**config.mk**
```make
export PLATFORM = sky130hd
export DESIGN_NAME = irq_cpu_if
export DESIGN_NICKNAME = d
export VERILOG_FILES = /design/src/rtl/irq_cif_pkg.sv /design/src/rtl/irq_prio_stack.sv /design/src/rtl/irq_preempt_chk.sv /design/src/rtl/irq_cpu_if.sv
export SDC_FILE = /design/constraint.sdc
export NUM_CORES = 1
export LEC_CHECK = 0
export BUFFER_PORTS_ARGS = -buffer_cell sky130_fd_sc_hd__buf_2
export CORE_MARGIN = 2
export CORE_UTILIZATION = 55
export DETAILED_ROUTE_END_ITERATION = 16
export GPL_ROUTABILITY_DRIVEN = 0
export GPL_TIMING_DRIVEN = 0
export PLACE_DENSITY = 0.8
export SLEW_MARGIN = 30
export SYNTH_ARGS = -nofsm -noshare
export SYNTH_HDL_FRONTEND = slang
export SYNTH_HIERARCHICAL = 1
export SYNTH_SLANG_ARGS = --single-unit
```
**constraint.sdc**
```tcl
create_clock -name clk -period 12.75 [get_ports clk]
set_input_delay 0.6375 -clock clk [delete_from_list [all_inputs] [get_ports clk]]
set_output_delay 0.6375 -clock clk [all_outputs]
set_load 0.02 [all_outputs]
```
**src/rtl/irq_cif_pkg.sv**
```systemverilog
package irq_cif_pkg;
    localparam int ADDR_W      = 8;
    localparam int DATA_W      = 32;
    localparam int BPR_W       = 3;
    localparam int SPURIOUS_ID = 1023;
    localparam int SOFT_IDS    = 16;

    localparam logic [ADDR_W-1:0] OFF_CTRL  = 8'h00;
    localparam logic [ADDR_W-1:0] OFF_MASK  = 8'h04;
    localparam logic [ADDR_W-1:0] OFF_BPT   = 8'h08;
    localparam logic [ADDR_W-1:0] OFF_ACK   = 8'h0C;
    localparam logic [ADDR_W-1:0] OFF_EOI   = 8'h10;
    localparam logic [ADDR_W-1:0] OFF_RUN   = 8'h14;
    localparam logic [ADDR_W-1:0] OFF_PEND  = 8'h18;
    localparam logic [ADDR_W-1:0] OFF_IDENT = 8'hFC;

    typedef enum logic [0:0] {
        IRQ_IDLE   = 1'b0,
        IRQ_SIGNAL = 1'b1
    } irq_state_e;
endpackage

```
**src/rtl/irq_prio_stack.sv**
```systemverilog
module irq_prio_stack #(
    parameter int DEPTH  = 4,
    parameter int ID_W   = 10,
    parameter int PRIO_W = 8,
    localparam int DW    = $clog2(DEPTH + 1)
) (
    input  logic              clk,
    input  logic              rst_n,
    input  logic              push_i,
    input  logic [ID_W-1:0]   push_id_i,
    input  logic [PRIO_W-1:0] push_prio_i,
    input  logic              pop_i,
    output logic [ID_W-1:0]   top_id_o,
    output logic [PRIO_W-1:0] top_prio_o,
    output logic [DW-1:0]     depth_o,
    output logic              full_o,
    output logic              empty_o
);
    logic [DW-1:0]     count;
    logic [ID_W-1:0]   id_mem   [DEPTH];
    logic [PRIO_W-1:0] prio_mem [DEPTH];

    always_ff @(posedge clk) begin
        if (!rst_n)
            count <= '0;
        else if (push_i)
            count <= count + DW'(1);
        else if (pop_i)
            count <= count - DW'(1);
    end

    for (genvar g = 0; g < DEPTH; g++) begin : g_slot
        always_ff @(posedge clk) begin
            if (!rst_n) begin
                id_mem[g]   <= '0;
                prio_mem[g] <= '0;
            end else if (push_i && count == DW'(g)) begin
                id_mem[g]   <= push_id_i;
                prio_mem[g] <= push_prio_i;
            end
        end
    end

    always_comb begin
        top_id_o   = '0;
        top_prio_o = '1;
        for (int k = 0; k < DEPTH; k++) begin
            if (count != '0 && DW'(k) == count - DW'(1)) begin
                top_id_o   = id_mem[k];
                top_prio_o = prio_mem[k];
            end
        end
    end

    assign depth_o = count;
    assign full_o  = (count == DW'(DEPTH));
    assign empty_o = (count == '0);


    no_push_full_chk: assert property (@(posedge clk) disable iff (!rst_n)
        push_i |-> (count != DW'(DEPTH)));


    no_pop_empty_chk: assert property (@(posedge clk) disable iff (!rst_n)
        pop_i |-> (count != '0));
endmodule

```
**src/rtl/irq_preempt_chk.sv**
```systemverilog
module irq_preempt_chk
    import irq_cif_pkg::*;
#(
    parameter int PRIO_W = 8
) (
    input  logic              cand_valid_i,
    input  logic [PRIO_W-1:0] cand_prio_i,
    input  logic [PRIO_W-1:0] mask_i,
    input  logic [BPR_W-1:0]  bpr_i,
    input  logic [PRIO_W-1:0] run_prio_i,
    input  logic              any_active_i,
    input  logic              room_i,
    output logic              eligible_o
);
    localparam int SH_W = BPR_W + 1;

    logic [SH_W-1:0]   shamt;
    logic [PRIO_W-1:0] grp_mask;
    logic              below_mask;
    logic              preempts;

    assign shamt      = {1'b0, bpr_i} + SH_W'(1);
    assign grp_mask   = {PRIO_W{1'b1}} << shamt;
    assign below_mask = cand_prio_i < mask_i;
    assign preempts   = !any_active_i ||
                        ((cand_prio_i & grp_mask) < (run_prio_i & grp_mask));
    assign eligible_o = cand_valid_i && below_mask && preempts && room_i;
endmodule

```
**src/rtl/irq_cpu_if.sv**
```systemverilog
module irq_cpu_if
    import irq_cif_pkg::*;
#(
    parameter int          STACK_DEPTH = 4,
    parameter int          ID_W        = 10,
    parameter int          CPU_W       = 3,
    parameter int          PRIO_W      = 8,
    parameter logic [31:0] IDENT       = 32'h0002_043B
) (
    input  logic              clk,
    input  logic              rst_n,
    input  logic              reg_rd_en_i,
    input  logic              reg_wr_en_i,
    input  logic [ADDR_W-1:0] reg_addr_i,
    input  logic [DATA_W-1:0] reg_wdata_i,
    output logic [DATA_W-1:0] reg_rdata_o,
    input  logic              dist_valid_i,
    input  logic [ID_W-1:0]   dist_id_i,
    input  logic [CPU_W-1:0]  dist_cpu_i,
    input  logic [PRIO_W-1:0] dist_prio_i,
    output logic              dist_ack_o,
    output logic              dist_eoi_o,
    output logic [ID_W-1:0]   dist_eoi_id_o,
    output logic              irq_o
);
    localparam int DW    = $clog2(STACK_DEPTH + 1);
    localparam int PAD_W = DATA_W - CPU_W - ID_W;

    logic              ctrl_en;
    logic [PRIO_W-1:0] pmr;
    logic [BPR_W-1:0]  bpr;
    irq_state_e        state, state_nx;

    logic [ID_W-1:0]   top_id;
    logic [PRIO_W-1:0] top_prio;
    logic [DW-1:0]     depth;
    logic              full, empty;
    logic [PRIO_W-1:0] run_prio;
    logic              eligible, take;
    logic              do_ack, do_eoi;
    logic [CPU_W-1:0]  cpu_field;
    logic [DATA_W-1:0] cand_word;

    assign run_prio = empty ? {PRIO_W{1'b1}} : top_prio;

    irq_preempt_chk #(.PRIO_W(PRIO_W)) u_pre (
        .cand_valid_i (dist_valid_i),
        .cand_prio_i  (dist_prio_i),
        .mask_i       (pmr),
        .bpr_i        (bpr),
        .run_prio_i   (run_prio),
        .any_active_i (!empty),
        .room_i       (!full),
        .eligible_o   (eligible)
    );

    assign take   = ctrl_en && eligible;
    assign do_ack = reg_rd_en_i && (reg_addr_i == OFF_ACK) && take;
    assign do_eoi = reg_wr_en_i && (reg_addr_i == OFF_EOI) && !empty &&
                    (reg_wdata_i[ID_W-1:0] == top_id);

    irq_prio_stack #(.DEPTH(STACK_DEPTH), .ID_W(ID_W), .PRIO_W(PRIO_W)) u_stk (
        .clk         (clk),
        .rst_n       (rst_n),
        .push_i      (do_ack),
        .push_id_i   (dist_id_i),
        .push_prio_i (dist_prio_i),
        .pop_i       (do_eoi),
        .top_id_o    (top_id),
        .top_prio_o  (top_prio),
        .depth_o     (depth),
        .full_o      (full),
        .empty_o     (empty)
    );

    // configuration registers
    always_ff @(posedge clk) begin
        if (!rst_n) begin
            ctrl_en <= 1'b0;
            pmr     <= '0;
            bpr     <= '0;
        end else if (reg_wr_en_i) begin
            unique case (reg_addr_i)
                OFF_CTRL: ctrl_en <= reg_wdata_i[0];
                OFF_MASK: pmr     <= reg_wdata_i[PRIO_W-1:0];
                OFF_BPT:  bpr     <= reg_wdata_i[BPR_W-1:0];
                default:  ;
            endcase
        end
    end

    // IRQ line state register
    always_ff @(posedge clk) begin
        if (!rst_n) state <= IRQ_IDLE;
        else        state <= state_nx;
    end

    always_comb begin
        state_nx = state;
        unique case (state)
            IRQ_IDLE:   if (take)  state_nx = IRQ_SIGNAL;  // raise
            IRQ_SIGNAL: if (!take) state_nx = IRQ_IDLE;    // drop
            default:    state_nx = IRQ_IDLE;
        endcase
    end

    // outputs
    always_comb begin
        irq_o         = (state == IRQ_SIGNAL);
        dist_ack_o    = do_ack;
        dist_eoi_o    = do_eoi;
        dist_eoi_id_o = do_eoi ? top_id : '0;
    end

    assign cpu_field = (dist_id_i < ID_W'(SOFT_IDS)) ? dist_cpu_i : '0;
    assign cand_word = {{PAD_W{1'b0}}, cpu_field, dist_id_i};

    always_comb begin
        reg_rdata_o = '0;
        if (reg_rd_en_i) begin
            case (reg_addr_i)
                OFF_CTRL:  reg_rdata_o = {{(DATA_W-1){1'b0}}, ctrl_en};
                OFF_MASK:  reg_rdata_o = DATA_W'(pmr);
                OFF_BPT:   reg_rdata_o = DATA_W'(bpr);
                OFF_ACK:   reg_rdata_o = take ? cand_word : DATA_W'(SPURIOUS_ID);
                OFF_RUN:   reg_rdata_o = DATA_W'(run_prio);
                OFF_PEND:  reg_rdata_o = dist_valid_i ? cand_word : DATA_W'(SPURIOUS_ID);
                OFF_IDENT: reg_rdata_o = IDENT;
                default:   reg_rdata_o = '0;
            endcase
        end
    end


    bus_excl_chk: assert property (@(posedge clk) disable iff (!rst_n)
        !(reg_rd_en_i && reg_wr_en_i));


    irq_gate_chk: assert property (@(posedge clk) disable iff (!rst_n)
        irq_o |-> $past(ctrl_en && dist_valid_i && (dist_prio_i < pmr)));


    ack_push_chk: assert property (@(posedge clk) disable iff (!rst_n)
        dist_ack_o |=> (run_prio == $past(dist_prio_i)));


    spurious_hold_chk: assert property (@(posedge clk) disable iff (!rst_n)
        (reg_rd_en_i && reg_addr_i == OFF_ACK && !dist_ack_o) |=> $stable(depth));


    eoi_pop_chk: assert property (@(posedge clk) disable iff (!rst_n)
        dist_eoi_o |=> (depth == $past(depth) - DW'(1)));
endmodule

```
# --- Word level (Yosys, flattened, before mapping) ---
# Memory sizes are Yosys's and may differ from the RTL's.
# Index checks and enable logic that the tools add are counted.
totals:
  regBits: 16
  mem_bits_rw: 72
  in_bits: 66
  output_inout_bits: 45
  elab_cells: 106
  memories: 2
memory_table:
  columns: ["name", "depth", "width", "read_ports", "rd_ports_with_merged_regs", "write_ports", "line", "rtl"]
  rows:
  - ["u_stk.id_mem", 4, 10, 4, 0, 4, "irq_prio_stack.sv:20", "logic [ID_W-1:0] id_mem [DEPTH];"]
  - ["u_stk.prio_mem", 4, 8, 4, 0, 4, "irq_prio_stack.sv:21", "logic [PRIO_W-1:0] prio_mem [DEPTH];"]
op_classes:
  n_addsub: 3
  n_lt_le_gt_ge: 3
  n_eq_ne: 15
  n_shift: 1
  mux: 39
  bitwise_logic: 10
  n_reduce_logical: 28
op_table:
  columns: ["op", "count"]
  rows:
  - ["$pmux 18 s7", 1]
  - ["$mux 10", 9]
  - ["$mux 8", 9]
  - ["$mux 13", 2]
  - ["$eq 8x5->1 const B", 3]
  - ["$mux 18", 1]
  - ["$logic_and 1x1->1", 17]
  - ["$and 8x8->8", 2]
  - ["$eq 8x4->1 const B", 2]
  - ["$lt 8x8->1", 2]
  - ["$mux 1", 14]
  - ["$eq 10x10->1", 1]
  - ["$lt 10x5->1 const B", 1]
  - ["$mux 3", 3]
  - ["$eq 8x3->1 const B", 1]
  - ["$eq 8x8->1 const B", 1]
  - ["$logic_not 8->1", 1]
  - ["$or 1x1->1", 8]
  - ["$shl 8x4->8 const A", 1]
  - ["$eq 2x3->1 const A", 2]
  - ["$eq 3x2->1 const B", 2]
  - ["$logic_not 3->1", 2]
  - ["$reduce_and 2->1", 3]
  - ["$add 3x1->4 const B", 1]
  - ["other kinds (9)", 10]

# --- Longest topological paths before layout ---
# Gate-level depths: netlist (run 1).
logic_depth:
  ltp_word: 20
  ltp_mapped: 23
  depth_no_buf: 18

# --- Modules after synthesis ---
# Netlist (run 1), hierarchy kept.
modules_own_cells:
  columns: ["mod", "n_inst", "cells_per_inst", "area_per_inst_um2"]
  rows:
  - ["irq_prio_stack", 1, 285, 3590.9]
  - ["irq_cpu_if", 1, 194, 1495.2]
  - ["irq_preempt_chk", 1, 77, 530.5]

# --- Worst setup path after synthesis (run 1) ---
# No wires, ideal clock.
synth_path:
  path_kind: "register to register"
  start: "register u_stk.count[0] (netlist: u_stk/depth_o[0])"
  end: "memory u_stk.id_mem[2][0] (netlist: u_stk/id_mem[1][0]) (enable)"
  arrival_time_ns: 3.908
  required_ns: 12.375
  setup_slack_ns: 8.468
  stages_incl_launch_ff: 21
  path_buffers: 3
  synth_period_minus_slack_ns: 4.282
  cell_sequence: "dfxtp_1 -> inv_1 -> ha_1 -> buf_2 -> buf_2 -> a221o_1 -> a31oi_1 -> or2_2 -> nand2b_1 -> ha_1 -> a21oi_1 -> nand4_1 -> o21ai_2 -> o211ai_1 -> a221oi_2 -> and2_1 -> and3_1 -> buf_4 -> nor2b_4 -> nand2_1 -> nand2_1"
synth_lines:
  columns: ["item", "line", "rtl"]
  rows:
  - ["start, declared", "irq_prio_stack.sv:19", "logic [DW-1:0] count;"]
  - ["start signal, assigned", "irq_prio_stack.sv:27", "count <= count + DW'(1);"]
  - ["start signal, assigned", "irq_prio_stack.sv:29", "count <= count - DW'(1);"]
  - ["end, declared", "irq_prio_stack.sv:20", null]

# --- Worst setup path after layout (run 1) ---
layout_path:
  start: "register u_stk.count[0] (netlist: u_stk/depth_o[0])"
  end: "output reg_rdata_o[10]"
layout_via:
  elab_chain_cells: 17
  word_cells_on_any_way: 27
  classes_between: "add/sub: 1; order compare: 1; eq/ne: 4; mux: 8; bitwise: 1; reduce/logical: 12"
layout_rtl:
  columns: ["item", "line", "rtl"]
  rows:
  - ["$sub 3x1->3", "irq_prio_stack.sv:48", "if (count != '0 && DW'(k) == count - DW'(1)) begin"]
  - ["$logic_not 3->1", "irq_prio_stack.sv:48", null]
  - ["$logic_and 1x1->1", "irq_prio_stack.sv:48", null]
  - ["$mux 8 (3 in a row)", "irq_prio_stack.sv:48", null]
  - ["$mux 8 (*)", "irq_prio_stack.sv:48", null]
  - ["via top_prio[3]", "irq_cpu_if.sv:35", "logic [PRIO_W-1:0] top_prio;"]
  - ["$mux 8 (*)", "irq_cpu_if.sv:44", "assign run_prio = empty ? {PRIO_W{1'b1}} : top_prio;"]
  - ["via run_prio[3]", "irq_cpu_if.sv:38", "logic [PRIO_W-1:0] run_prio;"]
  - ["$and 8x8->8 (*)", "irq_preempt_chk.sv:26", "((cand_prio_i & grp_mask) < (run_prio_i & grp_mask));"]
  - ["$lt 8x8->1 (*)", "irq_preempt_chk.sv:26", null]
  - ["$logic_or 1x1->1 (*)", "irq_preempt_chk.sv:25", "assign preempts = !any_active_i ||"]
  - ["$logic_and 1x1->1 (*) (2 in a row)", "irq_preempt_chk.sv:27", "assign eligible_o = cand_valid_i && below_mask && preempts && room_i;"]
  - ["via eligible", "irq_cpu_if.sv:39", "logic eligible, take;"]
  - ["$logic_and 1x1->1 (*)", "irq_cpu_if.sv:57", "assign take = ctrl_en && eligible;"]
  - ["$mux 13 (*)", "irq_cpu_if.sv:125", "OFF_ACK: reg_rdata_o = take ? cand_word : DATA_W'(SPURIOUS_ID);"]
  - ["$pmux 18 s7 (*)", "irq_cpu_if.sv:121", "case (reg_addr_i)"]
  - ["$mux 18 (*)", "irq_cpu_if.sv:120", "if (reg_rd_en_i) begin"]
  - ["end, declared", "irq_cpu_if.sv:16", "output logic [DATA_W-1:0] reg_rdata_o,"]
# The timed path passes the listed nets; every way through them passes the cells marked *.

==> key figures, run 1 <==
Synth
  – Largest cells by area after synthesis: edfxtp_1 38%, and2_1 10%, dfxtp_1 5.7%
  – Ys Warns: 6
  – Synth Area in Compound Gates: 0.142
  – Largest family of logic cells by synthesized area: simple AND/OR/NAND/NOR gates
  – Ys flop type: edfxtp_1
  – Adder-Cell Fraction of Synth Area: 0.0490
  – Synth Area per Inst: 10.1 um2
  – Post-Synth Simple-Gate Area: 0.247
  – Post-synth cell types: 59
  – Asr flop ratio synth: 0
  – Mux cell area share after synthesis: 0.0232
  – Yosys reg bits: 88
  – Sequential share of the synthesized area: 0.442
  – Mapped Cells: 556
  – Top post-synthesis cells by count: 92 x and2_1, 72 x edfxtp_1, 37 x nand2_1
  – Most common cell in the synthesized netlist: and2_1
  – Yosys top cell area share: 0.385
  – Area share of xor/xnor cells in the synthesized design: 0.0218
  – Yosys top cell by area: edfxtp_1
  – Number of synthesized flops with an enable pin: 72
  – Syn Std Cell Area: 5620 um2

Routing
  – Vias post-DR: 4605
  – Drt wl/cell: 18.6 um
  – Drt first pass iters: 7
  – Drt drc: 0
  – Detail Route Antenna Nets: 0
  – Drt total wl: 14.7 mm
  – Via density: 5.83
  – DRT iter0 DRCs: 408

STA
  – Final hold slack: 0.560 ns
  – Worst slew margin: 0.394
  – Slew Viols, Final: 0
  – Final period util: 0.430
  – Fin. Hold Viols: 0
  – Final Skew: 0.0131 ns
  – RSZ-0062 raised after global routing: false
  – Setup Viol. Count Final: 0
  – Final min period: 5.48 ns
  – Worst-Margin Slew: 0.907 ns
  – Final TNS setup: 0 ns
  – Worst setup margin: 7.27 ns
  – Fmax: 182 MHz

Finish
  – Layout Cells excl Fill: 790
  – Final core utilization: 0.647
  – # fillers: 793
  – Syn-to-layout area delta: 13.7%
  – Multi-input logic area: 2780 um2
  – Share of layout cells above drive strength 1: 0.215
  – Nets: 740
  – Final Cell Area: 6380 um2
  – Register area: 2480 um2
  – Antenna diodes: 0

Critical path
  – R2R Setup Slk: 7.45 ns
  – Setup CP Type: reg -> out
  – Reg-to-reg startpoint: u_stk/depth_o[0]$_SDFFE_PN0P_
  – FF-to-FF path depth: 20
  – Required @ worst endpoint: 12.11 ns
  – Critical Path Start Type: flip-flop
  – Kind of end point of the critical path: primary output
  – Critical Path AT: 4.84 ns
  – Reg2reg end: u_stk/id_mem[1][2]$_SDFFCE_PN0P_
  – Crit Path Max Fanout: 10

Clock network
  – Clock Sinks: 88
  – CTS H-Tree Depth: 3
  – Root Buffer: clkbuf_8
  – Post-cts resize count: 0
  – Clock Pin Slew Worst Setup and Hold Paths: 0.09 ns
  – CTS tree: done
  – Post-CTS setup buffer count: 0
  – CTS buffer count: 9
  – Clock Latency Late Sink: 0.37 ns
  – Clock Path Buffers: 2
  – Hold-fix buffers at CTS: 0

Placement
  – Placed cells: 774
  – Dpl ws: 7.51 ns
  – DP Area: 6190 um2
  – I/O Buffers: 68
  – Post-DP HPWL: 10.9 mm

Worst hold path
  – Hold Crit Start: ctrl_en$_SDFFE_PN0P_
  – Hold path cells: 1
  – Hold Crit Endpoint: irq_o$_SDFF_PN0_
  – Min-delay worst type: reg -> reg

Pwr
  – Pwr Density: 87.8 nW/um2
  – Peak VDD IR: 0.0540 mV
  – Static Leak: 2.68 nW
  – Power consumption: 0.561 mW

Outcome
  – Outcome: completed

Floorplan
  – Die area: 11000 um2
  – Core Area: 9860 um2
  – Starting Density: 0.569
  – Die Ht: 105 um
  – # rows: 36
  – Horiz. Die Dim: 105 um
  – # IOs: 111

Global route
  – Total Routing Usage GR: 0.271
  – Initial antenna violation count: 0
  – Vias in the first global route: 4379
  – Overflow after GRT: 0
  – First-pass GRT wire length: 22.6 mm
  – Pin count of the biggest net entering global routing: 19

Flow run
  – Max-Cap Viols: 0
[area by class of cell]
cell class                      instances  area share
Inverter                               31      0.0182
Tap cell                              133      0.0261
Clock buffer                            9      0.0194
Sequential cell                        88       0.389
Multi-Input combinational cell        408       0.435
Buffer                                 46      0.0474
Timing Repair Buffer                   68      0.0533
Clock inverter                          7      0.0114
[flip-flops by register name, summed over array words and instances, names as in the netlist]
| name | cells |
|---|---|
| bpr | 3 |
| ctrl_en | 1 |
| irq_o | 1 |
| pmr | 8 |
| u_stk/depth_o | 3 |
| u_stk/id_mem | 40 |
| u_stk/prio_mem | 32 |
[critical path, cell delays in order, from the launching register on]
cell and delay (ns):
dfxtp_1 0.42, inv_1 0.10, ha_1 0.26, buf_2 0.21, buf_2 0.21, a221o_1 0.36, a31oi_1 0.25, or2_2 0.20
nand2b_1 0.07, ha_1 0.29, a21oi_1 0.20, nand4_1 0.14, o21ai_2 0.15, o211ai_1 0.13, a221oi_2 0.32, and2_1 0.21
nand3_1 0.10, a2111oi_2 0.47, a41o_1 0.23, buf_2 0.16
[power by group]
part           internal, mW  switching (mW)  total [mW]
sequential            0.319         0.00265       0.322
combinational        0.0163          0.0297      0.0459
clock                0.0905           0.102       0.193
total                 0.426           0.135       0.561
[worst max-delay path by stage]
stage / from / to / slack, ns / cells past startpoint
2_1_floorplan: u_stk/depth_o[0]$_SDFFE_PN0P_ / u_stk/id_mem[1][0]$_SDFFCE_PN0P_ / 8.47 / 20
3_3_place_gp: u_stk/depth_o[0]$_SDFFE_PN0P_ / u_stk/id_mem[1][0]$_SDFFCE_PN0P_ / 7.67 / 20
3_5_place_dp: u_stk/depth_o[0]$_SDFFE_PN0P_ / u_stk/id_mem[1][0]$_SDFFCE_PN0P_ / 7.51 / 20
4_1_cts: u_stk/depth_o[0]$_SDFFE_PN0P_ / reg_rdata_o[10] / 7.31 / 19
5_1_grt: u_stk/depth_o[0]$_SDFFE_PN0P_ / reg_rdata_o[11] / 6.96 / 19
6_report: u_stk/depth_o[0]$_SDFFE_PN0P_ / reg_rdata_o[10] / 7.27 / 19
[logic make-up (layout without fill, tap and decap cells)]
logic type	after synthesis	after routing
xor gates and xnor gates	14	14
and+or+nand+nor	232	232
DFF	88	88
other	1	18
buffers and inverters	77	161
AOI/OAI and AO/OA	109	109
muxes	13	13
adders and majority gates	22	22
[placed cells by master (no fill, tap or decap), types with 2 or more instances in the layout]
| cell type | n |
|---|---|
| conb_1 | 18 |
| a22oi_1 | 6 |
| buf_2 | 79 |
| or4_1 | 2 |
| and2_1 | 92 |
| or2_2 | 8 |
| o31a_1 | 2 |
| nand4_1 | 7 |
| inv_1 | 31 |
| nor2_1 | 19 |
| a221o_1 | 18 |
| xnor2_1 | 12 |
| and3b_1 | 2 |
| nand2_1 | 37 |
| o211ai_1 | 2 |
| nand3_1 | 7 |
| a32o_1 | 10 |
| buf_4 | 24 |
| dfxtp_1 | 16 |
| nor4b_4 | 2 |
| a21o_1 | 3 |
| a21oi_1 | 18 |
| mux2i_1 | 13 |
| and3_1 | 11 |
| clkinv_4 | 3 |
| nand2b_1 | 15 |
| o21a_1 | 3 |
| buf_6 | 2 |
| xor2_1 | 2 |
| ha_1 | 22 |
| nor2b_1 | 14 |
| nor3b_1 | 2 |
| a31oi_1 | 12 |
| clkbuf_8 | 9 |
| clkbuf_1 | 8 |
| edfxtp_1 | 72 |
| o211a_1 | 2 |
| o21ai_0 | 25 |
[metal layers]
metal,GRT usage,vias up,share of wire
met2,0.441,262,0.48
met5,0,-,0
met4,0.134,0,0.035
met1,0.346,2163,0.39
met3,0.0530,37,0.095
li1,-,2143,-
Note: power is estimated with default switching activity, not from simulation.
==> run 2: changes to the inputs <==
CORE_UTILIZATION = 51   (was 55)
PLACE_DENSITY = 0.78   (was 0.8)
clock period = 5 ns   (was 12.75 ns; I/O delays follow)
==> run 2 against run 1 <==
Global-route usage down 0.26 points. Flip-flop and latch count unchanged. Critical path type unchanged. Register-to-register slack worse by 7.2 ns. Die area up 7.5%. Routed wire length up 3.0%. First-iteration DRC count up 18%. Combinational power rose to 2.6 times the previous value. Clock power up 120%. Critical path depth unchanged.
==> key figures, run 2 (synthesized netlist as in run 1, its figures left out) <==
Outcome
  – Outcome: completed

Critical path
  – Critical-path top delay cell: a2111oi_4
  – Crit Path Max Fanout: 10
  – Critical Path AT: 4.51 ns
  – Cells along the critical path: buf_4 -> ha_1 -> buf_4 -> clkbuf_2 -> a221o_1 -> a31oi_1 -> or2_4 -> nand2b_1 -> ha_1 -> a21oi_2 -> nand4_1 -> o21ai_2 -> o211ai_1 -> a221oi_2 -> and2_4 -> nand3_2 -> a2111oi_4 -> and3_1 -> buf_2
  – Kind of end point of the critical path: primary output
  – Setup CP Type: reg -> out
  – Critical Path Start Type: flip-flop
  – Required @ worst endpoint: 4.75 ns
  – Critical path's largest stage delay: 0.41 ns

Placement
  – Post-DP HPWL: 11.3 mm
  – DP Area: 6200 um2
  – I/O Buffers: 68
  – Dpl ws: -0.168 ns

Finish
  – Final Cell Area: 6430 um2
  – Syn-to-layout area delta: 14.4%
  – Register area: 2480 um2
  – Antenna diodes: 0
  – Biggest register: u_stk/id_mem
  – Number of flip-flops in the largest register: 40
  – Biggest regs: u_stk/id_mem: 40 flops, u_stk/prio_mem: 32 flops, pmr: 8 flops
  – Multi-input logic area: 2820 um2
  – Most frequent cells in the layout: 91 x and2_1, 73 x buf_2, 72 x edfxtp_1, 33 x nand2_1
  – Commonest non-fill, non-tap cell in the layout: and2_1
  – Nets: 742
  – Final core utilization: 0.596
  – Share of layout cells above drive strength 1: 0.229
  – # fillers: 925

Routing
  – Detail Route Antenna Nets: 0
  – Drt total wl: 15.2 mm
  – Vias post-DR: 4637
  – Drt first pass iters: 5
  – DRT iter0 DRCs: 483
  – Via density: 5.81
  – Drt drc: 0
  – Drt wl/cell: 19.0 um

Floorplan
  – Starting Density: 0.520
  – Horiz. Die Dim: 109 um
  – Die Ht: 109 um
  – Core Area: 10800 um2
  – # rows: 38
  – # IOs: 111
  – Die area: 11900 um2

Global route
  – Pin count of the biggest net entering global routing: 19
  – Overflow after GRT: 0
  – Total Routing Usage GR: 0.269
  – Vias in the first global route: 4407
  – First-pass GRT wire length: 23.5 mm
  – Initial antenna violation count: 0

Pwr
  – Power consumption: 1.36 mW
  – Pwr Density: 211 nW/um2
  – Static Leak: 2.70 nW
  – Peak VDD IR: 0.123 mV

STA
  – Final min period: 4.76 ns
  – Worst slew margin: 0.599
  – Worst-Margin Slew: 0.595 ns
  – Final Skew: 0.0161 ns
  – Slew Viols, Final: 0
  – Final TNS setup: 0 ns
  – Setup Viol. Count Final: 0
  – Final period util: 0.952
  – Fin. Hold Viols: 0
  – Fmax: 210 MHz
  – Worst setup margin: 0.240 ns

Flow run
  – Max-Cap Viols: 0

Worst hold path
  – Min-delay worst type: in -> reg

Clock network
  – CTS buffer count: 9
  – CTS H-Tree Depth: 3
  – CTS tree: done
  – Clock Sinks: 88
  – Clock Latency Late Sink: 0.37 ns
  – Clock Path Buffers: 2
  – Clock Pin Slew Worst Setup and Hold Paths: 0.09 ns
  – Root Buffer: clkbuf_8
==> run 2: changes by cell type in the layout (fill, tap and decap cells not counted), sizes merged <==
| cell | delta |
|---|---|
| buf | +1 |
| bufinv | -1 |
| clkbuf | +1 |
==> run 2: final timing paths <==
| path | start | end | slack (ns) | cells after the start |
|---|---|---|---|---|
| min reg2reg | ctrl_en$_SDFFE_PN0P_ | irq_o$_SDFF_PN0_ | 0.56 | 1 |
| max | u_stk/depth_o[1]$_SDFFE_PN0P_ | reg_rdata_o[12] | 0.24 | 19 |
| min | rst_n | bpr[2]$_SDFFE_PN0P_ | 0.19 | 2 |
| max reg2reg | u_stk/depth_o[1]$_SDFFE_PN0P_ | u_stk/prio_mem[0][10]$_SDFFCE_PN0P_ | 0.26 | 22 |
==> run 2: metal layers <==
metal | GRT usage | routed length [um] | up-vias
met5 | 0 | 0 | -
met4 | 0.134 | 629 | 0
met3 | 0.0424 | 1140 | 44
met2 | 0.449 | 7320 | 220
met1 | 0.338 | 6070 | 2233
li1 | - | - | 2140
==> run 2: what timing repair did <==
action / 4_1_cts / 5_1_grt
buffers inserted: 0 / 4
endpoints found under the setup margin: 80 / 147
resized for setup: 5 / 18
pin swaps: 1 / 7
hold buffers: 0 / 0
==> run 2: layout make-up <==
type | instances | area share
Multi-Input combinational cell | 408 | 0.439
Buffer | 44 | 0.0475
Clock inverter | 6 | 0.00428
Tap cell | 140 | 0.0273
Inverter | 31 | 0.0181
Clock buffer | 9 | 0.0193
Timing Repair Buffer | 72 | 0.0580
Sequential cell | 88 | 0.387
==> run 2: critical path: cells and delay by family (launching register included) <==
| family | cells | cell delay, ns |
|---|---|---|
| compound gates | 7 | 1.72 |
| buf+inv | 4 | 0.71 |
| flops | 1 | 0.33 |
| fa+ha+maj | 2 | 0.50 |
| simple gates | 6 | 0.88 |
==> run 2: power breakdown <==
part	total [mW]	switching (mW)	internal (mW)
sequential	0.817	0.00618	0.811
clock	0.420	0.249	0.170
combinational	0.120	0.0782	0.0421
==> run 2: metrics by stage <==
step	hold WS [ns]	cells
after floorplan	0.378	573
after global placement	0.529	781
after detailed placement	0.532	781
after CTS	0.175	795
after global routing	0.188	798
final	0.188	798
